`src/rtl/nand_seq_pkg.sv`:
```
package nand_seq_pkg;

   typedef enum logic [7:0] {
      OP_READ0     = 8'h00,
      OP_READ1     = 8'h01,
      OP_RDCOL     = 8'h05,
      OP_PROG_GO   = 8'h10,
      OP_CACHE_GO  = 8'h15,
      OP_READ_GO   = 8'h30,
      OP_RDCOPY_GO = 8'h35,
      OP_READ2     = 8'h50,
      OP_ERASE_SET = 8'h60,
      OP_STATUS    = 8'h70,
      OP_PROG_SET  = 8'h80,
      OP_COPY_SET  = 8'h85,
      OP_IDENT     = 8'h90,
      OP_ERASE_GO  = 8'hD0,
      OP_RDCOL_GO  = 8'hE0,
      OP_RESET     = 8'hFF
   } nand_op_e;

   // opcodes that act on the write that carries them
   function automatic logic op_acts_now(input logic [7:0] v);
      case (v)
         OP_STATUS, OP_PROG_GO, OP_ERASE_SET, OP_ERASE_GO,
         OP_RDCOPY_GO, OP_RDCOL_GO, OP_RESET: op_acts_now = 1'b1;
         default:                             op_acts_now = 1'b0;
      endcase
   endfunction

   function automatic logic op_known(input logic [7:0] v);
      case (v)
         OP_READ0, OP_READ1, OP_RDCOL, OP_PROG_GO, OP_CACHE_GO, OP_READ_GO,
         OP_RDCOPY_GO, OP_READ2, OP_ERASE_SET, OP_STATUS, OP_PROG_SET,
         OP_COPY_SET, OP_IDENT, OP_ERASE_GO, OP_RDCOL_GO, OP_RESET:
                  op_known = 1'b1;
         default: op_known = 1'b0;
      endcase
   endfunction

endpackage

```
`src/rtl/nand_cmd_decode.sv`:
```
module nand_cmd_decode
   import nand_seq_pkg::*;
#(
   parameter int LARGE_PAGE = 1,
   parameter int PAGE_BYTES = 2048,
   parameter int COL_W      = 16
) (
   input  logic             cmd_byte,
   input  logic [7:0]       din,
   input  logic [7:0]       cur_cmd,
   output logic             latch_cmd,
   output logic [7:0]       nxt_cmd,
   output logic             load_col,
   output logic [COL_W-1:0] nxt_col,
   output logic             fire_now,
   output logic             unknown,
   output logic             clr_cnt,
   output logic             col_clear,
   output logic             erase_fix,
   output logic             wipe
);

   logic lp_skip, lp_colsel;

   generate
      if (LARGE_PAGE != 0) begin : g_lp
         assign lp_skip   = (cur_cmd == OP_READ0) && (din == OP_READ_GO);
         assign lp_colsel = (din == OP_RDCOL);
      end else begin : g_sp
         assign lp_skip   = 1'b0;
         assign lp_colsel = 1'b0;
      end
   endgenerate

   always_comb begin
      latch_cmd = 1'b0;
      nxt_cmd   = din;
      load_col  = 1'b0;
      nxt_col   = '0;
      fire_now  = 1'b0;
      unknown   = 1'b0;
      clr_cnt   = 1'b0;
      col_clear = 1'b0;
      erase_fix = 1'b0;
      wipe      = 1'b0;
      if (cmd_byte && !lp_skip) begin
         if (lp_colsel) begin
            col_clear = 1'b1;
         end else begin
            latch_cmd = 1'b1;
            case (din)
               OP_READ0: load_col = 1'b1;
               OP_READ1: begin
                  load_col = 1'b1;
                  nxt_col  = COL_W'(256);
                  nxt_cmd  = OP_READ0;
               end
               OP_READ2: begin
                  load_col = 1'b1;
                  nxt_col  = COL_W'(PAGE_BYTES);
                  nxt_cmd  = OP_READ0;
               end
               default: ;
            endcase
            fire_now  = op_acts_now(din);
            unknown   = !op_known(din);
            clr_cnt   = (din != OP_RDCOL_GO);
            erase_fix = (din == OP_ERASE_GO);
            wipe      = (din == OP_RESET);
         end
      end
   end

endmodule

```
`src/rtl/nand_addr_collect.sv`:
```
module nand_addr_collect #(
   parameter int ADDR_BYTES  = 5,
   parameter int ROW_SHIFT   = 16,
   localparam int ADDR_W     = 8 * ADDR_BYTES,
   localparam int CNT_W      = $clog2(ADDR_BYTES + 1)
) (
   input  logic              clk,
   input  logic              rst_n,
   input  logic              byte_ok,
   input  logic [7:0]        din,
   input  logic              clr_cnt,
   input  logic              col_clear,
   input  logic              erase_fix,
   input  logic              wipe,
   output logic              took,
   output logic [ADDR_W-1:0] addr_q,
   output logic [CNT_W-1:0]  cnt_q
);

   localparam logic [ADDR_W-1:0] KEEP_ROW =
      {{(ADDR_W-ROW_SHIFT){1'b1}}, {ROW_SHIFT{1'b0}}};

   logic [ADDR_W-1:0] put, kept, erased;

   always_comb begin
      took = byte_ok && (cnt_q < CNT_W'(ADDR_BYTES));
      put  = addr_q;
      for (int i = 0; i < ADDR_BYTES; i++) begin
         if (cnt_q == CNT_W'(i)) put[8*i +: 8] = din;
      end
   end

   generate
      for (genvar g = 0; g < ADDR_BYTES; g++) begin : g_keep
         assign kept[8*g +: 8] = (cnt_q > CNT_W'(g)) ? addr_q[8*g +: 8] : 8'h00;
      end
   endgenerate

   assign erased = kept << ROW_SHIFT;

   always_ff @(posedge clk or negedge rst_n) begin
      if (!rst_n) begin
         addr_q <= '0;
         cnt_q  <= '0;
      end else if (wipe) begin
         addr_q <= '0;
         cnt_q  <= '0;
      end else if (col_clear) begin
         addr_q <= addr_q & KEEP_ROW;
         cnt_q  <= '0;
      end else if (erase_fix) begin
         addr_q <= erased;
         cnt_q  <= '0;
      end else if (clr_cnt) begin
         cnt_q  <= '0;
      end else if (took) begin
         addr_q <= put;
         cnt_q  <= cnt_q + CNT_W'(1);
      end
   end


   cnt_cap_chk: assert property (@(posedge clk) disable iff (!rst_n)
      cnt_q <= CNT_W'(ADDR_BYTES));


   cnt_clear_chk: assert property (@(posedge clk) disable iff (!rst_n)
      clr_cnt |=> (cnt_q == '0));


   drop_full_chk: assert property (@(posedge clk) disable iff (!rst_n)
      (byte_ok && cnt_q == CNT_W'(ADDR_BYTES) && !clr_cnt && !wipe && !col_clear && !erase_fix)
         |=> $stable(addr_q));

endmodule

```
`src/rtl/nand_cmd_seq.sv`:
```
module nand_cmd_seq
   import nand_seq_pkg::*;
#(
   parameter int LARGE_PAGE = 1,
   parameter int BIG_DEVICE = 0,
   parameter int PAGE_BYTES = 2048,
   parameter int ADDR_BYTES = 5,
   parameter int COL_W      = 16,
   localparam int ADDR_W    = 8 * ADDR_BYTES,
   localparam int CNT_W     = $clog2(ADDR_BYTES + 1),
   localparam int ROW_SHIFT = (LARGE_PAGE != 0) ? 16 : 8,
   localparam int TRIG      = (LARGE_PAGE == 0) ? 3 : ((BIG_DEVICE != 0) ? 5 : 4)
) (
   input  logic              clk,
   input  logic              rst_n,
   input  logic              wr_stb,
   input  logic              chip_sel_n,
   input  logic              cmd_latch_en,
   input  logic              addr_latch_en,
   input  logic [7:0]        io_in,
   output logic [7:0]        cmd_out,
   output logic [ADDR_W-1:0] addr_out,
   output logic [COL_W-1:0]  col_out,
   output logic              exec_stb,
   output logic [7:0]        exec_op,
   output logic              unknown_stb
);

   generate
      if (ADDR_BYTES < TRIG) begin : g_bad_bytes
         $error("ADDR_BYTES too small for the read trigger position");
      end
      if (PAGE_BYTES >= (1 << COL_W)) begin : g_bad_col
         $error("PAGE_BYTES does not fit in COL_W");
      end
      if (ADDR_W <= ROW_SHIFT) begin : g_bad_shift
         $error("address narrower than the erase shift");
      end
   endgenerate

   logic             cmd_byte, byte_ok, took;
   logic             latch_cmd, load_col, fire_now, unknown, clr_cnt;
   logic             col_clear, erase_fix, wipe;
   logic [7:0]       nxt_cmd, cmd_q;
   logic [COL_W-1:0] nxt_col, col_q;
   logic [CNT_W-1:0] cnt;
   logic             fire_addr;

   assign cmd_byte = wr_stb && !chip_sel_n && cmd_latch_en;
   assign byte_ok  = wr_stb && addr_latch_en && !cmd_byte;

   nand_cmd_decode #(
      .LARGE_PAGE (LARGE_PAGE),
      .PAGE_BYTES (PAGE_BYTES),
      .COL_W      (COL_W)
   ) u_dec (
      .cmd_byte  (cmd_byte),
      .din       (io_in),
      .cur_cmd   (cmd_q),
      .latch_cmd (latch_cmd),
      .nxt_cmd   (nxt_cmd),
      .load_col  (load_col),
      .nxt_col   (nxt_col),
      .fire_now  (fire_now),
      .unknown   (unknown),
      .clr_cnt   (clr_cnt),
      .col_clear (col_clear),
      .erase_fix (erase_fix),
      .wipe      (wipe)
   );

   nand_addr_collect #(
      .ADDR_BYTES (ADDR_BYTES),
      .ROW_SHIFT  (ROW_SHIFT)
   ) u_addr (
      .clk       (clk),
      .rst_n     (rst_n),
      .byte_ok   (byte_ok),
      .din       (io_in),
      .clr_cnt   (clr_cnt),
      .col_clear (col_clear),
      .erase_fix (erase_fix),
      .wipe      (wipe),
      .took      (took),
      .addr_q    (addr_out),
      .cnt_q     (cnt)
   );

   always_comb begin
      fire_addr = 1'b0;
      if (took) begin
         if (cnt == CNT_W'(0) && cmd_q == OP_IDENT) fire_addr = 1'b1;
         if (cnt == CNT_W'(TRIG - 1) &&
             (cmd_q == OP_READ0 || cmd_q == OP_PROG_SET)) fire_addr = 1'b1;
      end
   end

   always_ff @(posedge clk or negedge rst_n) begin
      if (!rst_n) begin
         cmd_q       <= OP_READ0;
         col_q       <= '0;
         exec_stb    <= 1'b0;
         exec_op     <= 8'h00;
         unknown_stb <= 1'b0;
      end else begin
         unknown_stb <= unknown;
         if (wipe) begin
            cmd_q <= OP_READ0;
            col_q <= '0;
         end else begin
            if (latch_cmd) cmd_q <= nxt_cmd;
            if (load_col)  col_q <= nxt_col;
         end
         if (fire_now) begin
            exec_stb <= 1'b1;
            exec_op  <= io_in;
         end else if (fire_addr) begin
            exec_stb <= 1'b1;
            exec_op  <= cmd_q;
         end else begin
            exec_stb <= 1'b0;
         end
      end
   end

   assign cmd_out = cmd_q;
   assign col_out = col_q;


   idle_hold_chk: assert property (@(posedge clk) disable iff (!rst_n)
      !wr_stb |=> ($stable(cmd_q) && $stable(col_q) && $stable(addr_out) && !exec_stb));


   unk_excl_chk: assert property (@(posedge clk) disable iff (!rst_n)
      unknown_stb |-> !exec_stb);


   ident_first_chk: assert property (@(posedge clk) disable iff (!rst_n)
      (exec_stb && exec_op == OP_IDENT) |-> (cnt == CNT_W'(1)));


   read_trig_chk: assert property (@(posedge clk) disable iff (!rst_n)
      (exec_stb && (exec_op == OP_READ0 || exec_op == OP_PROG_SET))
         |-> (cnt == CNT_W'(TRIG)));

endmodule

```
`config.mk`:
```
export PLATFORM = sky130hd
export DESIGN_NAME = nand_cmd_seq
export DESIGN_NICKNAME = d
export VERILOG_FILES = /design/src/rtl/nand_seq_pkg.sv /design/src/rtl/nand_cmd_decode.sv /design/src/rtl/nand_addr_collect.sv /design/src/rtl/nand_cmd_seq.sv
export SDC_FILE = /design/constraint.sdc
export NUM_CORES = 1
export LEC_CHECK = 0
export BUFFER_PORTS_ARGS = -buffer_cell sky130_fd_sc_hd__buf_2
export CAP_MARGIN = 20
export CORE_MARGIN = 2
export CORE_UTILIZATION = 40
export DETAILED_ROUTE_END_ITERATION = 10
export PLACE_DENSITY_LB_ADDON = 0.15
export SLEW_MARGIN = 30
export SYNTH_ARGS = -nofsm -noshare
export SYNTH_HDL_FRONTEND = slang
export SYNTH_SLANG_ARGS = --single-unit
```
`constraint.sdc`:
```
create_clock -name clk -period 2.3 [get_ports clk]
set_input_delay 0.115 -clock clk [delete_from_list [all_inputs] [get_ports clk]]
set_output_delay 0.115 -clock clk [all_outputs]
set_load 0.02 [all_outputs]
```
==> summary.md <==
| Metric | Value |
|---|---|
| EDFF count, synth | 0 |
| CP Capture Type | flip-flop |
| Post-CTS setup buffers | 0 |
| Drt initial violations | 166 |
| Ys Warns | 0 |
| Routed Wire Length | 8750 um |
| Drt first pass iters | 4 |
| Mean Syn Cell Area | 10.1 um2 |
| DRC errors left | 0 |
| Clock Power Share | 0.258 |
| Pint | 2.94 mW |
| Top cells by count, synth | dfrtp_1 (63), nand2_1 (40), nor2_1 (26), a21oi_1 (23), buf_4 (17) |
| Bufs and invs on worst path | 1 |
| Area Growth Syn to Fin | 22.2% |
| Crit-path slowest cell | dfrtp_1 |
| Worst path arrival time | 2.33 ns |
| Total Neg Setup Slack | 0 ns |
| Simple logic cell fraction of the synthesized area | 0.171 |
| FF/Latch Area | 1580 um2 |
| Seq/Total Area, Yosys | 0.475 |
| Outcome | finished, final reports clean |
| Initial antenna violation count | 0 |
| Period minus WS final | 2.11 ns |
| XOR/XNOR Fraction of Synth Area | 0.00528 |
| Clock root buffer | clkbuf_8 |
| Resized Gates After CTS | 0 |
| Tightest Pin Transition | 0.683 ns |
| Detailed Place HPWL | 6470 um |
| Total gr overflow | 0 |
| Die area | 9040 um2 |
| Sequential power share | 0.381 |
| Post-synthesis mux area share | 0.0863 |
| Max-cap violations | 0 |
| Clk Latency, worst-skew pair | 0.35 ns |
| Vias per cell | 5.26 |
| Clk sinks | 63 |
| # rows | 33 |
| Initial Util | 0.408 |
| Gpl congestion | 0.813 |
| Adder-cell share of the synthesized area | 0.0188 |
| Largest net degree at the start of global routing | 37 |
| Synth area leaders | dfrtp_1 (47%), nand2_1 (4.5%), mux2_2 (4.4%) |
| Switching Share | 0.387 |
| Clk_skew | 0.0114 ns |
| Worst setup margin | 0.194 ns |
| Largest delay share family, worst path | multiplexers |
| Worst endpoint required time | 2.53 ns |
| Pwr Total | 4.79 mW |
| Hold Slack | 0.132 ns |
| Clk slew on worst S/H paths | 0.08 ns |
| Total GRT Usage | 0.208 |
| Logic gate share of total power | 0.361 |
| Ys flop type | dfrtp_1 |
| WL per Instance | 16.8 um |
| First-pass GRT wire length | 14,100 um |
| Hold-fix buffers, CTS | 1 |
| # fillers | 793 |
| Number of global-route vias before repair | 2,662 |
| Number of routed nets with antenna violations | 0 |
| Final setup viols | 0 |
| Layout cell share with drive strength beyond 1 | 0.312 |
| Die Y | 95.1 um |
| IO buf count | 73 |
| Die width | 95.1 um |
| Core area | 8130 um2 |
| Final hold vios | 0 |
| Crit-path max FO | 9 |
| Crit-path max cell delay | 0.43 ns |
| Flops & latches, synth | 63 |
| Area of the multi-input gates | 1560 um2 |
| Fin crit share | 0.916 |
| Top cell type's share of synthesized area | 0.475 |
| CP startpoint kind | flip-flop |
| Post-place setup slack | 0.210 ns |
| Slew HR | 0.545 |
| Top-count cell post-synth | dfrtp_1 |
| Post-synth top area cell | dfrtp_1 |
| CP Cell Sequence | inv_1 -> ha_1 -> nand2b_1 -> o22ai_1 -> nand4_2 -> mux2_2 -> mux2_2 |
| I/O pin count | 88 |
| Max clock buf depth | 2 |
| PD cells | 1180 nW/um2 |
| CTS tree | built |
| H-tree levels | 3 |
| Switching pwr | 1.85 mW |
| Cell Count, Final, Fillers Out | 522 |
| Slew Viols, Final | 0 |
| Main combinational cell family by area after synthesis | compound AO/OA/AOI/OAI gates |
| Cells after Synth | 330 |
| Nets@finish | 431 |
| RSZ-0062 raised after global routing | false |
| Vias post-DR | 2,746 |
| Upper clock frequency limit | 0.475 GHz |
| Setup CP Type | flip-flop to flip-flop |
| Placed cell count | 505 |
| Unique masters post-synth | 50 |
| Leakage power | 2.05 nW |
| CTS buffer count | 9 |
| Most used cell, CP | mux2_2 |
| Asr flop ratio synth | 1.00 |
| Worst Hold Class | input port to flip-flop |
| VDD IR max | 0.000580 V |
| N_diodes | 0 |
| Mapped cell area | 3320 um2 |
| Synth Area in Compound Gates | 0.172 |
[registers in the layout (all words and copies together), names as in the netlist]
| signal | flops |
|---|---|
| exec_op | 8 |
| u_addr.addr_q | 40 |
| col_out | 2 |
| unknown_stb | 1 |
| exec_stb | 1 |
| u_addr.cnt_q | 3 |
| cmd_out | 8 |
[cell families after synthesis]
family | after synthesis
compound gates | 86
xor+xnor | 2
fa+ha+maj | 5
buf+inv | 39
flops | 63
mux | 27
other cells | 1
simple gates | 107
[final timing paths]
path / startpoint / end / slack (ns) / depth (start not counted)
min in group asynchronous: rst_n / exec_op[1] / 0.34 / 2
worst min-delay path: io_in[2] / cmd_out[2] / 0.13 / 2
worst min register to register: u_addr.addr_q[36] / u_addr.addr_q[36] / 0.48 / 1
worst max register to register: u_addr.cnt_q[1] / exec_op[4] / 0.19 / 7
max in group asynchronous: rst_n / u_addr.addr_q[37] / 1.34 / 3
worst max-delay path: u_addr.cnt_q[1] / exec_op[4] / 0.19 / 7
[through the flow]
step,utilization,area (um2)
floorplan,-,3370
global placement,0.466,3790
detailed placement,0.466,3790
CTS,0.499,4060
global route,0.499,4060
finish,0.499,4060
[power by group through the flow]
stage	Combinational, mW	Clock (mW)	Sequential [mW]
after detailed placement	1.74	0	1.83
after global placement	1.72	0	1.83
after floorplan	0.673	0	2.24
after CTS	1.75	1.25	1.82
after global routing	1.89	1.31	1.88
final	1.73	1.24	1.82
[per-layer routing]
layer  wire, um  global-route usage
met5          0                   0
met4        186               0.106
met3        443              0.0490
met2       4050               0.309
met1       4070               0.284
[final cells by class]
cell class | count | share of cell area
clock inverter | 5 | 0.0256
clock buffer | 11 | 0.0373
inverter | 7 | 0.00648
tap | 105 | 0.0324
multi-input combinational | 241 | 0.384
timing repair buffer | 90 | 0.125
sequential | 63 | 0.389
[layout by cell type (no fill, tap or decap), drive strengths merged, types with 3 or more instances in the layout]
master and count:
nand3 4, nand2 40, inv 7, nand4 5, and3 3, a211oi 7, o2bb2ai 7, bufinv 3
and3b 3, nor4 6, and2 4, nor2 27, clkbuf 11, nand2b 3, a21o 6, a21oi 23
nor3b 4, ha 5, buf 89, conb 14, nor2b 3, o22ai 3, a22o 8, dfrtp 63
mux2 13, o21ai 19, mux2i 14
Note: power is estimated with default switching activity, not from simulation.
